$ cat config.mk
export PLATFORM = sky130hd
export DESIGN_NAME = gate_pair_deadtime
export DESIGN_NICKNAME = d
export VERILOG_FILES = /design/src/rtl/gpd_pkg.sv /design/src/rtl/gpd_datapath.sv /design/src/rtl/gpd_ctrl.sv /design/src/rtl/gate_pair_deadtime.sv
export SDC_FILE = /design/constraint.sdc
export NUM_CORES = 1
export LEC_CHECK = 0
export ABC_CLOCK_PERIOD_IN_PS = 3100
export BUFFER_PORTS_ARGS = -buffer_cell sky130_fd_sc_hd__buf_2
export CAP_MARGIN = 20
export CORE_AREA = 4 4 41 43
export CTS_CLUSTER_DIAMETER = 40
export DETAILED_ROUTE_END_ITERATION = 6
export DIE_AREA = 0 0 45 47
export PLACE_DENSITY_LB_ADDON = 0.25
export SLEW_MARGIN = 10
export SYNTH_ARGS = -nofsm -noshare
export SYNTH_HDL_FRONTEND = slang
export SYNTH_SLANG_ARGS = --single-unit
$ cat constraint.sdc
create_clock -name clk -period 3.1 [get_ports clk]
set_input_delay 0.62 -clock clk [delete_from_list [all_inputs] [get_ports clk]]
set_output_delay 0.62 -clock clk [all_outputs]
set_load 0.005 [all_outputs]
$ cat src/rtl/gpd_pkg.sv
package gpd_pkg;

  typedef enum logic [1:0] {
    ST_OFF = 2'd0,
    ST_GAP = 2'd1,
    ST_ON  = 2'd2
  } gpdState_e;

  // strobes from control to datapath
  typedef struct packed {
    logic startGap;   // release both sides, latch side and preset
    logic countDown;  // advance the gap counter
    logic turnOn;     // assert the latched side
    logic forceOff;   // shutdown: clear both sides
  } gpdStrobe_t;

endpackage

$ cat src/rtl/gpd_datapath.sv
module gpd_datapath
  import gpd_pkg::*;
#(
  parameter int unsigned TICKS_DT0 = 3,
  parameter int unsigned TICKS_DT1 = 5,
  parameter int unsigned TICKS_DT2 = 7,
  parameter int unsigned TICKS_DT3 = 9,
  parameter int unsigned MODE_W    = 3
) (
  input  logic              clk,
  input  logic              rstN,
  input  logic              swIn,
  input  logic [MODE_W-1:0] modeCode,
  input  gpdStrobe_t        strobe,
  output logic              shutReq,
  output logic              inputMoved,
  output logic              cntDone,
  output logic              hiEn,
  output logic              loEn
);

  localparam int unsigned NUM_PRESETS = 4;
  localparam int unsigned SEL_W       = $clog2(NUM_PRESETS);
  localparam int unsigned MAX_A       = (TICKS_DT0 > TICKS_DT1) ? TICKS_DT0 : TICKS_DT1;
  localparam int unsigned MAX_B       = (TICKS_DT2 > TICKS_DT3) ? TICKS_DT2 : TICKS_DT3;
  localparam int unsigned MAX_TICKS   = (MAX_A > MAX_B) ? MAX_A : MAX_B;
  localparam int unsigned CNT_W       = $clog2(MAX_TICKS + 1);
  localparam int unsigned TICK_TAB [NUM_PRESETS] = '{TICKS_DT0, TICKS_DT1, TICKS_DT2, TICKS_DT3};

  logic [CNT_W-1:0] presetLoad [NUM_PRESETS];
  logic [CNT_W-1:0] gapCnt;
  logic             tgtSide;

  // counter load value per preset: ticks minus one, so zero marks the turn-on edge
  for (genvar i = 0; i < NUM_PRESETS; i++) begin : g_preset
    assign presetLoad[i] = CNT_W'(TICK_TAB[i] - 1);
  end

  // any code above the preset range means shutdown
  assign shutReq    = |modeCode[MODE_W-1:SEL_W];
  assign inputMoved = (swIn != tgtSide);
  assign cntDone    = (gapCnt == '0);

  always_ff @(posedge clk) begin
    if (!rstN) begin
      gapCnt  <= '0;
      tgtSide <= 1'b0;
    end else if (strobe.startGap) begin
      gapCnt  <= presetLoad[modeCode[SEL_W-1:0]];
      tgtSide <= swIn;
    end else if (strobe.countDown) begin
      gapCnt  <= gapCnt - 1'b1;
    end
  end

  always_ff @(posedge clk) begin
    if (!rstN) begin
      hiEn <= 1'b0;
      loEn <= 1'b0;
    end else if (strobe.forceOff || strobe.startGap) begin
      hiEn <= 1'b0;
      loEn <= 1'b0;
    end else if (strobe.turnOn) begin
      hiEn <= tgtSide;
      loEn <= ~tgtSide;
    end
  end

endmodule

$ cat src/rtl/gpd_ctrl.sv
module gpd_ctrl
  import gpd_pkg::*;
(
  input  logic       clk,
  input  logic       rstN,
  input  logic       shutReq,
  input  logic       inputMoved,
  input  logic       cntDone,
  output gpdStrobe_t strobe
);

  gpdState_e stateQ;
  gpdState_e stateD;

  always_comb begin
    strobe = '0;
    stateD = stateQ;
    if (shutReq) begin
      strobe.forceOff = 1'b1;
      stateD          = ST_OFF;
    end else begin
      unique case (stateQ)
        ST_OFF: begin
          strobe.startGap = 1'b1;
          stateD          = ST_GAP;
        end
        ST_GAP: begin
          if (inputMoved) begin
            strobe.startGap = 1'b1;
          end else if (cntDone) begin
            strobe.turnOn = 1'b1;
            stateD        = ST_ON;
          end else begin
            strobe.countDown = 1'b1;
          end
        end
        ST_ON: begin
          if (inputMoved) begin
            strobe.startGap = 1'b1;
            stateD          = ST_GAP;
          end
        end
        default: begin
          strobe.forceOff = 1'b1;
          stateD          = ST_OFF;
        end
      endcase
    end
  end

  always_ff @(posedge clk) begin
    if (!rstN) stateQ <= ST_OFF;
    else       stateQ <= stateD;
  end

endmodule

$ cat src/rtl/gate_pair_deadtime.sv
module gate_pair_deadtime
  import gpd_pkg::*;
#(
  parameter int unsigned TICKS_DT0 = 3,
  parameter int unsigned TICKS_DT1 = 5,
  parameter int unsigned TICKS_DT2 = 7,
  parameter int unsigned TICKS_DT3 = 9,
  parameter int unsigned MODE_W    = 3
) (
  input  logic              clk,
  input  logic              rstN,
  input  logic              swIn,
  input  logic [MODE_W-1:0] modeCode,
  output logic              hiEn,
  output logic              loEn
);

  gpdStrobe_t strobe;
  logic       shutReq;
  logic       inputMoved;
  logic       cntDone;

  gpd_ctrl ctrl_i (
    .clk        (clk),
    .rstN       (rstN),
    .shutReq    (shutReq),
    .inputMoved (inputMoved),
    .cntDone    (cntDone),
    .strobe     (strobe)
  );

  gpd_datapath #(
    .TICKS_DT0 (TICKS_DT0),
    .TICKS_DT1 (TICKS_DT1),
    .TICKS_DT2 (TICKS_DT2),
    .TICKS_DT3 (TICKS_DT3),
    .MODE_W    (MODE_W)
  ) dp_i (
    .clk        (clk),
    .rstN       (rstN),
    .swIn       (swIn),
    .modeCode   (modeCode),
    .strobe     (strobe),
    .shutReq    (shutReq),
    .inputMoved (inputMoved),
    .cntDone    (cntDone),
    .hiEn       (hiEn),
    .loEn       (loEn)
  );

endmodule

==> metrics.csv, run 1 <==
stage,metric,value,unit
outcome,outcome,"complete, no violations",
route,DR iter-0 viols,4,
finish,share of cells above drive strength 1,17.5,%
timing,Final WS setup,1.24,ns
route,Post-Route WL,1140,um
synth,asr flop ratio synth,0,%
floorplanning,Die H,47,um
power_and_ir_drop,P per Cell Area,413,nW/um^2
finish,most frequent cells in the layout,"ha_1, dfxtp_1, buf_2",
timing,RSZ-0062 raised after global routing,no,
route,vias post-DR,518,
route,number of iterations in the first detailed-routing pass,4,
timing,FMAX,539,MHz
synth,mux contribution to synthesized area,4.85,%
timing,Clock Skew,0.00279,ns
timing,fin crit period,1.86,ns
timing,Worst Max-Slew Pin Slew,0.452,ns
finish,area delta synth->final,12.9,%
timing,Slew Limit Fails,0,
clock_tree,setup bufs post-CTS,0,
power_and_ir_drop,Peak VDD IR,0.213,mV
synth,Synth area leader,dfxtp_1,
min_path,Hold Crit Class,flip-flop to flip-flop,
clock_tree,H-tree lvl count,1,
synth,Synth Area in Simple Gates,24.8,%
critical_path,crit path DAT,2.05,ns
timing,Final Setup Violations,0,
clock_tree,clk slew on worst S/H paths,0.06,ns
synth,Synth Instances,69,
placement,post-place setup slack,1.09,ns
clock_tree,CTS tree,yes,
clock_tree,CTS Buf Count,3,
global_route,Total Routing Usage GR,13.1,%
power_and_ir_drop,Leakage,0.308,nW
floorplanning,Row Count,13,
global_route,initial antenna violation count,0,
floorplanning,die area,2120,sq um
finish,ANT cells,0,
synth,main area contributors after synthesis,"dfxtp_1, ha_1, mux2i_1, a21oi_1, inv_1",
synth,Synth Flop Type,dfxtp_1,
route,vias per cell,5.45,
synth,Synth warnings,0,
synth,Post-Syn Nets,84,
placement,routability cong.,0.728,
clock_tree,post-cts repair resize count,0,
synth,"Seq/Total Area, Yosys",29.1,%
timing,post-route clock period utilization,59.9,%
timing,number of hold violations in the final report,0,
critical_path,WS Path Type,flip-flop to flip-flop,
synth,xor/xnor share of the synthesized area,4.24,%
floorplanning,chip width,45,um
power_and_ir_drop,total power,0.000289,W
clock_tree,Root Driver,clkbuf_4,
synth,cell area after synthesis,619,sq um
global_route,vias in the first global route,483,
clock_tree,CTS hold repair buffers,0,
route,Post-route DRC,0,
placement,HPWL Detailed,913,um
critical_path,Critical Path RT,3.30,ns
synth,Synth Area in Compound Gates,15.2,%
synth,area share of the largest cell type after synthesis,29.1,%
placement,dpl cells,91,
global_route,first-pass GRT wire length,1930,um
critical_path,worst-path fanout max,4,
floorplanning,CORE AREA,1300,sq um
timing,Setup TNS Final,0,ns
synth,largest family of logic cells by synthesized area,simple AND/OR/NAND/NOR gates,
clock_tree,CTS Sinks,9,
synth,"flops & latches, synth",9,
floorplanning,I/O pins,8,
finish,nets,96,
placement,input/output buffers,7,
global_route,largest net degree at the start of global routing,11,
floorplanning,initial core utilization,47.6,%
clock_tree,insertion delay to the later sink of the worst-skew pair,0.26,ns
route,DR WL/cell,12.0,um
route,antenna-violating nets left,0,
synth,"EDFF count, synth",0,
finish,Final Instance Count excl. Fillers,95,
critical_path,CP startpoint kind,flip-flop,
synth,adder-cell share of the synthesized area,18.2,%
critical_path,CP Capture Type,flip-flop,
global_route,GRT Residual Overflow,0,
synth,Synth Area per Inst,8.98,sq um
synth,Cell variety after synth,28,
timing,Worst slew margin,69.8,%
clock_tree,clock buffer depth,2,
flow_run,max-cap check violation count,0,
[power by group]
group | internal [W] | switching, W
logic | 0.0000297 | 0.0000330
clock network | 0.0000498 | 0.0000442
registers | 0.000123 | 0.00000883
total | 0.000203 | 0.0000860
[registers in the layout (all words and copies together) (netlist names)]
signal / count
dp_i.gapCnt: 4
dp_i.loEn: 1
ctrl_i.stateQ: 2
dp_i.hiEn: 1
dp_i.tgtSide: 1
[final cells by class]
type,instances,area [sq um]
Fill cell,141,602
Multi-Input combinational cell,54,417
Sequential cell,9,180
Timing Repair Buffer,7,35.0
Clock buffer,4,26.3
Inverter,6,22.5
Tap cell,15,18.8
[per-layer routing]
metal	global-route usage [%]	wire length, um	part of all wire, %
met2	21.8	514	45
met3	4.60	52	4.6
met4	8.77	34	3.0
met1	14.2	536	47
met5	0	0	0
[kinds of logic after synthesis]
logic type / Yosys count
buf+inv: 6
compound gates: 15
mux: 3
fa+ha+maj: 9
xor+xnor: 3
flops: 9
simple gates: 24
[critical path, stage by stage, from the launching register on]
cell and delay (ns):
dfxtp_1 0.33, inv_1 0.09, ha_1 0.20, nor3b_1 0.31, a21boi_0 0.22, or4_1 0.50, a21oi_1 0.15
[cells in the mapped netlist, types with 3 or more instances]
master / number
mux2i_1: 3
a21oi_1: 5
dfxtp_1: 9
o21ai_0: 4
nor2b_1: 3
inv_1: 6
ha_1: 9
[through the flow]
step / util [%] / hold WS, ns / cell area (sq um)
2_1_floorplan: - / 0.480 / 619
3_3_place_gp: 51.7 / 0.512 / 673
3_5_place_dp: 51.7 / 0.514 / 673
4_1_cts: 53.8 / 0.525 / 699
5_1_grt: 53.8 / 0.557 / 699
6_report: 53.8 / 0.526 / 699
[worst paths after layout]
path	to	start	slack, ns	cells after the start
setup / recovery	ctrl_i.stateQ[0]	dp_i.gapCnt[0]	1.24	6
hold / removal	dp_i.loEn	dp_i.loEn	0.53	2
setup reg to reg	ctrl_i.stateQ[0]	dp_i.gapCnt[0]	1.24	6
hold reg to reg	dp_i.loEn	dp_i.loEn	0.53	2
Power figures use the tool's default switching activity.
==> run 2: changes to the inputs <==
--- a/config.mk
+++ b/config.mk
@@ -5,7 +5,7 @@
 export SDC_FILE = /design/constraint.sdc
 export NUM_CORES = 1
 export LEC_CHECK = 0
-export ABC_CLOCK_PERIOD_IN_PS = 3100
+export ABC_CLOCK_PERIOD_IN_PS = 1600
 export BUFFER_PORTS_ARGS = -buffer_cell sky130_fd_sc_hd__buf_2
 export CAP_MARGIN = 20
 export CORE_AREA = 4 4 41 43
==> constraint.sdc (replaced) <==
create_clock -name clk -period 1.6 [get_ports clk]
set_input_delay 0.32 -clock clk [delete_from_list [all_inputs] [get_ports clk]]
set_output_delay 0.32 -clock clk [all_outputs]
set_load 0.005 [all_outputs]
==> run 2 against run 1 <==
Sequential power rose by 96%. Cell area is 16% higher. Clock-buffer cell count is the same. Clock skew is 0.00057 ns lower. Routed wire length grew 5.3%. Combinational power grew to 2.7 times the previous value. Flip-flop and latch count did not move. Hold slack got worse by 0.19 ns. Critical path depth is 1 higher. Core utilization up 8.6 points. Critical path type unchanged. Critical endpoint is now dp_i.gapCnt[0].
==> metrics.csv, run 2 (synthesis results as in run 1) <==
stage,metric,value,unit
critical_path,R2R Setup Slk,0.06,ns
power_and_ir_drop,P per Cell Area,758,nW/um^2
timing,Setup TNS Final,0,ns
route,antenna-violating nets left,0,
floorplanning,chip width,45,um
timing,post-route clock period utilization,96.2,%
global_route,gr busiest metal,met2,
finish,most frequent cells in the layout,"ha_1, dfxtp_1, buf_2, buf_4, a21oi_1",
clock_tree,H-tree lvl count,1,
timing,FMAX,650,MHz
route,vias post-DR,536,
placement,routability cong.,0.785,
critical_path,Critical Path RT,1.81,ns
clock_tree,CTS hold repair buffers,0,
clock_tree,CTS Sinks,9,
global_route,met2 usage,19.8,%
critical_path,WS Path Type,flip-flop to flip-flop,
global_route,Total Routing Usage GR,13.2,%
timing,number of hold violations in the final report,0,
timing,Clock Skew,0.00221,ns
clock_tree,insertion delay to the later sink of the worst-skew pair,0.26,ns
placement,HPWL Detailed,901,um
finish,Final Instance Count excl. Fillers,102,
critical_path,crit path DAT,1.75,ns
clock_tree,Root Driver,clkbuf_4,
floorplanning,I/O pins,8,
route,DR iter-0 viols,6,
power_and_ir_drop,Reg power frac,42.1,%
finish,Top Registers,"dp_i.gapCnt: 4 flops, ctrl_i.stateQ: 2 flops",
min_path,Hold Crit Class,input port to flip-flop,
power_and_ir_drop,switching share of power,29.9,%
finish,final core utilization,62.3,%
finish,fillcell total,116,
power_and_ir_drop,switching power,0.000184,W
route,number of iterations in the first detailed-routing pass,4,
global_route,vias in the first global route,491,
finish,"commonest non-fill, non-tap cell in the layout",ha_1,
power_and_ir_drop,Int Pwr,0.000431,W
timing,Slew Limit Fails,0,
finish,largest reg by FF count,dp_i.gapCnt,
power_and_ir_drop,Peak VDD IR,0.551,mV
finish,area delta synth->final,30.9,%
outcome,outcome,"complete, no violations",
timing,Worst Max-Slew Pin Slew,0.315,ns
floorplanning,die area,2120,sq um
finish,number of flip-flops under the largest register name,4,
route,Post-route DRC,0,
global_route,initial antenna violation count,0,
floorplanning,Row Count,13,
flow_run,max-cap check violation count,0,
global_route,largest net degree at the start of global routing,11,
critical_path,CP Capture Type,flip-flop,
floorplanning,CORE AREA,1300,sq um
critical_path,CP startpoint kind,flip-flop,
finish,multi-input logic area,473,sq um
timing,Final Setup Violations,0,
route,vias per cell,5.25,
power_and_ir_drop,clock share of power,30.1,%
finish,storage element area,183,sq um
clock_tree,CTS Buf Count,3,
critical_path,worst-path fanout max,4,
route,DR WL/cell,11.7,um
floorplanning,Die H,47,um
clock_tree,CTS tree,yes,
global_route,GRT Residual Overflow,0,
finish,nets,103,
global_route,GR Util met3,3.45,%
finish,share of cells above drive strength 1,36.8,%
global_route,met1 Use GR,15.3,%
clock_tree,clk slew on worst S/H paths,0.07,ns
floorplanning,initial core utilization,47.6,%
timing,fin crit period,1.54,ns
clock_tree,clock buffer depth,2,
placement,dpl cells,98,
power_and_ir_drop,Leakage,0.360,nW
finish,ANT cells,0,
timing,Worst slew margin,78.8,%
power_and_ir_drop,combinational share of power,27.8,%
placement,input/output buffers,7,
global_route,first-pass GRT wire length,1930,um
route,Post-Route WL,1200,um
[run 2: cell types whose count changed in the layout (fill, tap and decap cells not counted), sizes merged]
cell,previous run,this run
buf,7,14
[run 2: worst max-delay path: stages, from the launching register on]
cell and delay, ns:
dfxtp_1 0.35, inv_2 0.05, ha_4 0.16, nor3b_4 0.15, buf_4 0.14, nor3_1 0.30, xnor2_1 0.17, and3_1 0.17
[run 2: timing repair]
action	CTS	global route
pin swaps	0	1
hold endpoints to repair	0	0
setup endpoints to repair	3	8
buffers inserted	0	0
gates resized for setup	4	11
[run 2: layout make-up]
class                      instances  area share (%)
sequential                         9            22.5
multi-input combinational         54            58.3
timing repair buffer              14            10.8
inverter                           6            2.78
tap                               15            2.31
clock buffer                       4            3.24
[run 2: power by group through the flow]
stage / registers, W / clock network [W] / logic, W
floorplan: 0.000257 / 0 / 0.0000947
global route: 0.000261 / 0.000201 / 0.000193
detailed placement: 0.000260 / 0 / 0.000147
finish: 0.000259 / 0.000185 / 0.000171
CTS: 0.000255 / 0.000186 / 0.000154
global placement: 0.000260 / 0 / 0.000146
[run 2: metrics by stage]
stage               hold slack, ns  worst slack (ns)  instance area (sq um)  total power, W
floorplan                    0.448            0.0347                    624        0.000352
global placement             0.503           0.00122                    731        0.000405
detailed placement           0.521           -0.0491                    731        0.000407
CTS                          0.331         0.0000553                    768        0.000596
global route                 0.358           -0.0493                    811        0.000655
finish                       0.332            0.0611                    811        0.000615
[run 2: path summary, 6_finish.rpt]
| check | start | to | cells past startpoint |
|---|---|---|---|
| worst max-delay path | dp_i.gapCnt[0] | dp_i.gapCnt[0] | 7 |
| worst min-delay path | rstN | dp_i.gapCnt[1] | 3 |
| worst max register to register | dp_i.gapCnt[0] | dp_i.gapCnt[0] | 7 |
| worst min register to register | ctrl_i.stateQ[1] | ctrl_i.stateQ[1] | 2 |
[run 2: per-layer routing]
layer | share of wire, % | vias up | wire [um]
li1 | - | 287 | -
met1 | 47 | 237 | 563
met2 | 46 | 8 | 547
met3 | 3.8 | 4 | 46
met4 | 3.5 | 0 | 42
met5 | 0 | - | 0
